`config.mk`:
```
export PLATFORM = sky130hd
export DESIGN_NAME = lpm_ctrl
export DESIGN_NICKNAME = d
export VERILOG_FILES = /design/src/rtl/lpm_pkg.sv /design/src/rtl/lpm_regs.sv /design/src/rtl/lpm_wake_qual.sv /design/src/rtl/lpm_fsm.sv /design/src/rtl/lpm_ctrl.sv
export SDC_FILE = /design/constraint.sdc
export NUM_CORES = 1
export LEC_CHECK = 0
export ABC_CLOCK_PERIOD_IN_PS = 1570
export BUFFER_PORTS_ARGS = -buffer_cell sky130_fd_sc_hd__buf_4
export CORE_ASPECT_RATIO = 2
export CORE_UTILIZATION = 40
export DETAILED_ROUTE_END_ITERATION = 8
export MAX_ROUTING_LAYER = met4
export PLACE_DENSITY = 0.7
export SETUP_SLACK_MARGIN = 0.2
export SYNTH_ARGS = -nofsm -noshare
export SYNTH_HDL_FRONTEND = slang
export SYNTH_SLANG_ARGS = --single-unit
```
`constraint.sdc`:
```
create_clock -name clk_i -period 1.57 [get_ports clk_i]
set_input_delay 0.0785 -clock clk_i [delete_from_list [all_inputs] [get_ports clk_i]]
set_output_delay 0.0785 -clock clk_i [all_outputs]
set_load 0.005 [all_outputs]
```
`src/rtl/lpm_pkg.sv`:
```
package lpm_pkg;
  typedef enum logic [2:0] {
    ST_ACTIVE  = 3'd0,
    ST_IDLE    = 3'd1,
    ST_STBY    = 3'd2,
    ST_HALT    = 3'd3,
    ST_RST_OSC = 3'd4,
    ST_RST_CPU = 3'd5
  } lpm_state_e;

  localparam int unsigned QUAL_LSB = 8;
endpackage

```
`src/rtl/lpm_regs.sv`:
```
module lpm_regs #(
  parameter int unsigned GPIO_W = 32,
  parameter int unsigned QUAL_W = 8
) (
  input  logic              clk_i,
  input  logic              rst_ni,
  input  logic              we_i,
  input  logic              sel_i,
  input  logic [31:0]       wdata_i,
  output logic [31:0]       rdata_o,
  output logic [1:0]        mode_o,
  output logic [QUAL_W-1:0] qual_o,
  output logic [GPIO_W-1:0] mask_o
);
  import lpm_pkg::*;

  always_ff @(posedge clk_i or negedge rst_ni) begin
    if (!rst_ni) begin
      mode_o <= '0;
      qual_o <= '0;
      mask_o <= '0;
    end else if (we_i) begin
      if (sel_i) begin
        mask_o <= wdata_i[GPIO_W-1:0];
      end else begin
        mode_o <= wdata_i[1:0];
        qual_o <= wdata_i[QUAL_LSB +: QUAL_W];
      end
    end
  end

  always_comb begin
    rdata_o = '0;
    if (sel_i) begin
      rdata_o[GPIO_W-1:0] = mask_o;
    end else begin
      rdata_o[1:0]                 = mode_o;
      rdata_o[QUAL_LSB +: QUAL_W]  = qual_o;
    end
  end
endmodule

```
`src/rtl/lpm_wake_qual.sv`:
```
module lpm_wake_qual #(
  parameter int unsigned GPIO_W = 32,
  parameter int unsigned QUAL_W = 8
) (
  input  logic              clk_i,
  input  logic              rst_ni,
  input  logic              arm_i,
  input  logic [GPIO_W-1:0] gpio_i,
  input  logic [GPIO_W-1:0] mask_i,
  input  logic [QUAL_W-1:0] qual_i,
  output logic              hit_o,
  output logic              done_o
);
  logic [QUAL_W-1:0] cnt_q;

  assign hit_o = |(gpio_i & mask_i);

  // counts consecutive hit edges before the current one; saturates
  always_ff @(posedge clk_i or negedge rst_ni) begin
    if (!rst_ni)                   cnt_q <= '0;
    else if (!arm_i || !hit_o)     cnt_q <= '0;
    else if (cnt_q != '1)          cnt_q <= cnt_q + 1'b1;
  end

  assign done_o = arm_i && hit_o && (cnt_q >= qual_i);
endmodule

```
`src/rtl/lpm_fsm.sv`:
```
module lpm_fsm (
  input  logic                clk_i,
  input  logic                rst_ni,
  input  logic [1:0]          mode_i,
  input  logic                sleep_req_i,
  input  logic                wdog_irq_i,
  input  logic                irq_pend_i,
  input  logic                dbg_wake_i,
  input  logic                gpio_hit_i,
  input  logic                qual_done_i,
  output lpm_pkg::lpm_state_e state_o,
  output logic                osc_en_o,
  output logic                cpu_en_o,
  output logic                sys_en_o
);
  import lpm_pkg::*;

  lpm_state_e state_q, state_d;

  always_comb begin
    state_d = state_q;
    unique case (state_q)
      ST_ACTIVE: if (sleep_req_i) begin
        if (mode_i[1])      state_d = ST_HALT;
        else if (mode_i[0]) state_d = ST_STBY;
        else                state_d = ST_IDLE;
      end
      ST_IDLE:    if (wdog_irq_i || irq_pend_i)                state_d = ST_ACTIVE;
      ST_STBY:    if (wdog_irq_i || dbg_wake_i || qual_done_i) state_d = ST_RST_OSC;
      ST_HALT:    if (wdog_irq_i || dbg_wake_i || gpio_hit_i)  state_d = ST_RST_OSC;
      ST_RST_OSC: state_d = ST_RST_CPU;
      ST_RST_CPU: state_d = ST_ACTIVE;
      default:    state_d = ST_ACTIVE;
    endcase
  end

  always_ff @(posedge clk_i or negedge rst_ni) begin
    if (!rst_ni) state_q <= ST_ACTIVE;
    else         state_q <= state_d;
  end

  always_comb begin
    {osc_en_o, cpu_en_o, sys_en_o} = 3'b111;
    case (state_q)
      ST_STBY:    {osc_en_o, cpu_en_o, sys_en_o} = 3'b100;
      ST_HALT:    {osc_en_o, cpu_en_o, sys_en_o} = 3'b000;
      ST_RST_OSC: {osc_en_o, cpu_en_o, sys_en_o} = 3'b100;
      ST_RST_CPU: {osc_en_o, cpu_en_o, sys_en_o} = 3'b110;
      default:    {osc_en_o, cpu_en_o, sys_en_o} = 3'b111;
    endcase
  end

  assign state_o = state_q;
endmodule

```
`src/rtl/lpm_ctrl.sv`:
```
module lpm_ctrl #(
  parameter int unsigned GPIO_W = 32,
  parameter int unsigned QUAL_W = 8
) (
  input  logic              clk_i,
  input  logic              rst_ni,
  input  logic              cfg_we_i,
  input  logic              cfg_sel_i,
  input  logic [31:0]       cfg_wdata_i,
  output logic [31:0]       cfg_rdata_o,
  input  logic              sleep_req_i,
  input  logic              wdog_irq_i,
  input  logic              irq_pend_i,
  input  logic              dbg_wake_i,
  input  logic [GPIO_W-1:0] gpio_i,
  output logic              osc_en_o,
  output logic              pll_en_o,
  output logic              cpu_clk_en_o,
  output logic              sysclk_en_o,
  output logic [2:0]        lpm_state_o
);
  import lpm_pkg::*;

  logic [1:0]        mode_q;
  logic [QUAL_W-1:0] qual_q;
  logic [GPIO_W-1:0] mask_q;
  logic              gpio_hit, qual_done;
  lpm_state_e        state;

  lpm_regs #(.GPIO_W(GPIO_W), .QUAL_W(QUAL_W)) u_regs (
    .clk_i   (clk_i),
    .rst_ni  (rst_ni),
    .we_i    (cfg_we_i),
    .sel_i   (cfg_sel_i),
    .wdata_i (cfg_wdata_i),
    .rdata_o (cfg_rdata_o),
    .mode_o  (mode_q),
    .qual_o  (qual_q),
    .mask_o  (mask_q)
  );

  lpm_wake_qual #(.GPIO_W(GPIO_W), .QUAL_W(QUAL_W)) u_qual (
    .clk_i  (clk_i),
    .rst_ni (rst_ni),
    .arm_i  (state == ST_STBY),
    .gpio_i (gpio_i),
    .mask_i (mask_q),
    .qual_i (qual_q),
    .hit_o  (gpio_hit),
    .done_o (qual_done)
  );

  // halt: no qualification clock, take the raw masked hit
  lpm_fsm u_fsm (
    .clk_i       (clk_i),
    .rst_ni      (rst_ni),
    .mode_i      (mode_q),
    .sleep_req_i (sleep_req_i),
    .wdog_irq_i  (wdog_irq_i),
    .irq_pend_i  (irq_pend_i),
    .dbg_wake_i  (dbg_wake_i),
    .gpio_hit_i  (gpio_hit),
    .qual_done_i (qual_done),
    .state_o     (state),
    .osc_en_o    (osc_en_o),
    .cpu_en_o    (cpu_clk_en_o),
    .sys_en_o    (sysclk_en_o)
  );

  assign pll_en_o    = osc_en_o;
  assign lpm_state_o = state;
endmodule

```
Word level (Yosys, flattened, before mapping)

Cells that the tools add are included.

Eq/ne operators: 10
Multiplexer cells: 16
Bitwise gates (word level): 2
Reduce and logical (&&, ||, !) cells: 17
Order comparisons: 1
Add/subtract/negate cells: 1

Operators with widths:

| kind                | number |
|---|---|
| $and 32x32->32      | 1 |
| $reduce_or 32->1    | 1 |
| $mux 8              | 3 |
| $mux 16             | 1 |
| $mux 3              | 5 |
| $pmux 3 s5          | 1 |
| $add 8x1->8 const B | 1 |
| $ge 8x8->1          | 1 |
| $ne 8x8->1 const B  | 1 |
| $eq 3x2->1 const B  | 2 |
| $eq 3x3->1 const B  | 2 |
| $mux 6              | 1 |
| $ne 2x1->1 const B  | 3 |
| $logic_or 1x1->1    | 5 |
| $mux 2              | 2 |
| $reduce_and 2->1    | 2 |
| $reduce_and 4->1    | 1 |
| $reduce_or 4->1     | 1 |
| $eq 3x1->1 const B  | 1 |
| $logic_not 3->1     | 1 |
| $mux 1              | 3 |
| $reduce_or 3->1     | 1 |
| $logic_and 1x1->1   | 2 |
| $logic_not 1->1     | 2 |
| 3 further kinds     | 3 |

Bits of input ports: 72
Logic and storage cells: 52
Output and inout bits: 39
Flip-flop bits (word level): 53

Logic depth before layout (Yosys ltp)

Depth in word-level cells: 7
Mapped depth: 7
Gate-level depth less buffers: 7

Cells and area by module

A second synthesis with hierarchy kept.

Cells, all modules: 240
Area total of the unflattened synthesis: 2991.6 µm²

Modules (own cells, without submodules):

| module        | seq. area each (µm²) | area an instance (µm²) | cells each | times used |
|---|---|---|---|---|
| lpm_regs      | 1051.0               | 1969.4                 | 126        | 1 |
| lpm_wake_qual | 200.2                | 775.7                  | 88         | 1 |
| lpm_fsm       | 75.1                 | 226.5                  | 24         | 1 |
| lpm_ctrl      | 0.0                  | 20.0                   | 2          | 1 |

Least setup slack after synthesis

OpenSTA, ideal clock, no wires.

Path type: reg2reg
Start: reg u_qual.cnt_q[6]
End: reg u_fsm.state_q[2] (netlist: u_fsm.state_o[2])
Period minus slack after synthesis: 1.664 ns
Setup slack: -0.094 ns
Stages on the path, launching flop included: 7
Data arrival time: 1.537 ns
Buffers on the path: 0
Setup time: 0.126 ns
Data required time: 1.444 ns
Cells stage by stage: dfrtp_1 > ha_1 > a21o_1 > a2111oi_0 > o211a_1 > o21ai_1 > nor2b_1

Word-level cells in the longest chain between the ends: 5

RTL lines:

| what                       | RTL line            | RTL |
|---|---|---|
| from (decl)                | lpm_wake_qual.sv:14 | `logic [QUAL_W-1:0] cnt_q;` |
| from (signal assigned)     | lpm_wake_qual.sv:22 | `else if (cnt_q != '1) cnt_q <= cnt_q + 1'b1;` |
| $ge 8x8->1                 | lpm_wake_qual.sv:25 | `assign done_o = arm_i && hit_o && (cnt_q >= qual_i);` |
| $logic_and 1x1->1          | lpm_wake_qual.sv:25 |  |
| $logic_or 1x1->1           | lpm_fsm.sv:29       | `ST_STBY: if (wdog_irq_i \|\| dbg_wake_i \|\| qual_done_i) state_d = ST_RST_OSC;` |
| $ne 2x1->1 (no line)       | --                  |  |
| $reduce_and 4->1 (no line) | --                  |  |
| to (signal assigned)       | lpm_fsm.sv:39       | `else state_q <= state_d;` |
| to (decl)                  | lpm_fsm.sv:18       | `lpm_state_e state_q, state_d;` |

Every way passes these cells.
A chain may end at the register's enable or synchronous reset.

Final worst setup path

Start: reg u_regs.qual_o[6]
End: reg u_fsm.state_q[2] (netlist: u_fsm.state_o[2])

Word-level cells in the longest chain between the ends: 5

RTL lines:

| what                       | RTL line            | RTL |
|---|---|---|
| from (decl)                | lpm_regs.sv:12      | `output logic [QUAL_W-1:0] qual_o,` |
| from (signal assigned)     | lpm_regs.sv:27      | `qual_o <= wdata_i[QUAL_LSB +: QUAL_W];` |
| $ge 8x8->1                 | lpm_wake_qual.sv:25 |  |
| $logic_and 1x1->1          | lpm_wake_qual.sv:25 |  |
| $logic_or 1x1->1           | lpm_fsm.sv:29       |  |
| $ne 2x1->1 (no line)       | --                  |  |
| $reduce_and 4->1 (no line) | --                  |  |

Every way passes these cells.

==> run metrics <==
status finished with violations; failing checks setup timing; crit path to u_fsm.state_o[2]; placed inst area 0.00387 sq mm; Reg power frac 40.2%; via count 2504; max-slew violations 0; shortest period the worst path allows 1680 ps; fraction of layout cells with a size suffix above 1 53.4%; ANT nets after route 0; Fillers 577; routed vias/inst 5.21; Starting Density 41.5%; final count of negative-setup-slack endpoints 8; worst path arrival time 1870 ps; CP max stage delay 370 ps; Placer Congestion 0.875; Max Cap Viol 0; Netlist cell types 35; GRT overflow 0; router iterations before antenna repair 4; CTS root buffer clkbuf_16; core area 0.00667 sq mm; DRC viols 0; row cnt 42; Clk pwr share 25.7%; sequential area share after synthesis 47.9%; slew at the pin with the worst max-slew slack 680 ps; number of flops mapped to enable cells by yosys 0; Die H 120 microns; Clock Skew 5.15 ps; Worst-path clk slew 70 ps; antenna diode count 0; area growth from synthesis to layout 50.7%; FFs w/ async S/R, synth 100%; Nets 474; Final Util 62.5%; Clock Tree Buf Depth 2; crit-path max FO 2; area leader, netlist dfrtp_1; final wirelength 7.68 mm; Hold Fails Final Rpt 0; Post-Syn Area per Cell 10.8 sq um; Worst Path Required 1750 ps; first-iteration detailed-routing DRC count 90; GRT Overall Usage 23.2%; slowest CP cell dfrtp_1; Pint 3.04 mW; hold_sp cfg_wdata_i[11]; Buffers on Ports 110; sw power 1.24 mW; worst setup path class reg -> reg; Synth Register Bits 53; CTS tree done; crit path cell chain inv_2, ha_4, a21o_1, a2111oi_4, o211a_1, o21ai_2, nor2b_1; DIE AREA 0.00728 sq mm; Post-Place Setup Slack -137 ps; R2R Path Start u_regs.qual_o[6]; final non-filler cell area 0.00417 sq mm; PD cells 1030 mW/mm^2; worst vdd ir 0.820 mV; ys flop type dfrtp_1; first-pass GRT wire length 12.1 mm; setup_tns -295 ps; area share of the largest cell type after synthesis 47.9%; largest net degree at the start of global routing 54; Switching Share 29.0%; startpoint types flip-flop; Clock H-tree levels 2; reg2reg end u_fsm.state_o[2]; Sequential cell area 0.00133 sq mm; placed cells 467; Cells after Synth 256; share of total power in combinational logic 34.1%; Netlist Area Pre-Place 0.00277 sq mm; period utilization 107%; Worst Hold Class in -> reg; RSZ-0062 raised after global routing yes; Rel. slew slack 54.7%; Num CTS Buffers 5; Multi-input gate area 0.00145 sq mm; CP Capture Type flip-flop; Ys Warns 0; Post-Synthesis Net Count 337; worst skew pair latency 290 ps; R2R depth 7; most area-consuming cells after synthesis dfrtp_1, mux2_2, and2_1, a22oi_1, ha_1; Sink Count 53; fin cells 481; die width 60.8 microns; HPWL after detailed placement 5.76 mm; Worst Slack Setup Final -115 ps; post-DR wirelength/cell 16.0 microns; Pleak 1.98 nW; number of global-route vias before repair 2562; I/O pin count 111; fmax 594 MHz; worst reg2reg setup slack -110 ps; initial antenna violation count 0; start point of the critical path u_regs.qual_o[6]
-- cell usage after synthesis (all sizes together) (2+ instances only) --
library cell,n
dfrtp,53
nand4,4
ha,9
nor3,5
clkbuf,7
a22oi,16
nand2b,3
nand2,17
a21oi,6
nand3,7
o21ai,20
a31oi,3
a21o,2
and2,23
nor2,10
inv,8
xnor2,2
mux2,38
buf,7
a211oi,2
and3,3
nor2b,3
-- critical path: cells and delay by family, from the launching register on --
| kind | cells | cell delay, ps |
|---|---|---|
| compound gates | 4 | 780 |
| fa+ha+maj | 1 | 200 |
| buf+inv | 1 | 80 |
| flops | 1 | 370 |
| simple gates | 1 | 140 |
-- sequential cells by signal, summed over array words and instances, names as in the netlist --
name / count
u_regs.mask_o: 32
u_qual.cnt_q: 8
u_regs.qual_o: 8
u_fsm.state_o: 3
u_regs.mode_o: 2
-- cell type report --
type / count / area share [%]
sequential: 53 / 31.8
tap: 88 / 2.64
inverter: 8 / 0.720
multi-input combinational: 181 / 34.7
clock buffer: 7 / 3.42
timing repair buffer: 144 / 26.7
-- worst min-delay path by stage --
stage | cells past startpoint | end
after CTS | 3 | u_regs.qual_o[3]
after detailed placement | 1 | u_regs.mask_o[14]
after global placement | 1 | u_regs.mask_o[14]
final | 3 | u_regs.qual_o[3]
after floorplan | 0 | u_fsm.state_o[0]
after global routing | 2 | u_regs.mask_o[17]
-- metrics by stage --
step	power, mW	hold slack [ps]
floorplan	2.34	-217
global placement	3.02	163
detailed placement	3.05	165
CTS	4.21	7.51
global route	4.50	6.73
finish	4.28	4.19
-- power by group through the flow --
stage                     Combinational [mW]  Sequential (mW)  Clock (mW)
final                                   1.46             1.72        1.10
after global routing                    1.59             1.75        1.17
after CTS                               1.39             1.70        1.11
after detailed placement                1.32             1.73           0
after global placement                  1.30             1.72           0
after floorplan                        0.638             1.70           0
-- placed cells by master (no fill, tap or decap), types with 2 or more instances in the layout --
master	Yosys	final
nor2_2	0	4
a211oi_2	2	2
o21ai_0	19	17
a22oi_2	0	3
nor3_1	4	4
a22oi_1	16	13
nand2b_1	2	2
inv_1	8	7
a21o_1	2	2
mux2_2	38	38
ha_1	9	7
nand4_1	4	4
dlygate4sd3_1	0	2
nor2b_1	3	2
nand3_1	7	6
and2_1	23	23
clkbuf_16	0	5
nand2_1	17	17
and3_1	3	2
a21oi_1	6	5
buf_4	2	137
a31oi_1	3	3
buf_6	1	4
nor2_1	10	5
o21ai_1	1	2
dfrtp_1	53	52
xnor2_1	2	2
-- what timing repair did --
item                                    4_1_cts  5_1_grt
pin swaps                                     4        8
endpoints found under the hold margin        54        0
buffers inserted                              1        4
endpoints found under the setup margin       12       14
gates resized for setup                      11       15
hold buffers                                  2        0
gates cloned                                  0        0
-- kinds of logic after synthesis --
| group | count (synthesis) | share of synthesized area, % |
|---|---|---|
| compound gates | 51 | 11.8 |
| xor+xnor | 3 | 0.950 |
| fa+ha+maj | 9 | 4.07 |
| buf+inv | 22 | 3.71 |
| flops | 53 | 47.9 |
| mux | 39 | 15.8 |
| simple gates | 79 | 15.7 |
-- layer usage --
layer | global-route usage, % | wire length [microns]
met5 | - | 0
met4 | 13.6 | 368
met3 | 2.80 | 230
met2 | 37.3 | 4210
met1 | 26.9 | 2870
Note: power is estimated with default switching activity, not from simulation.
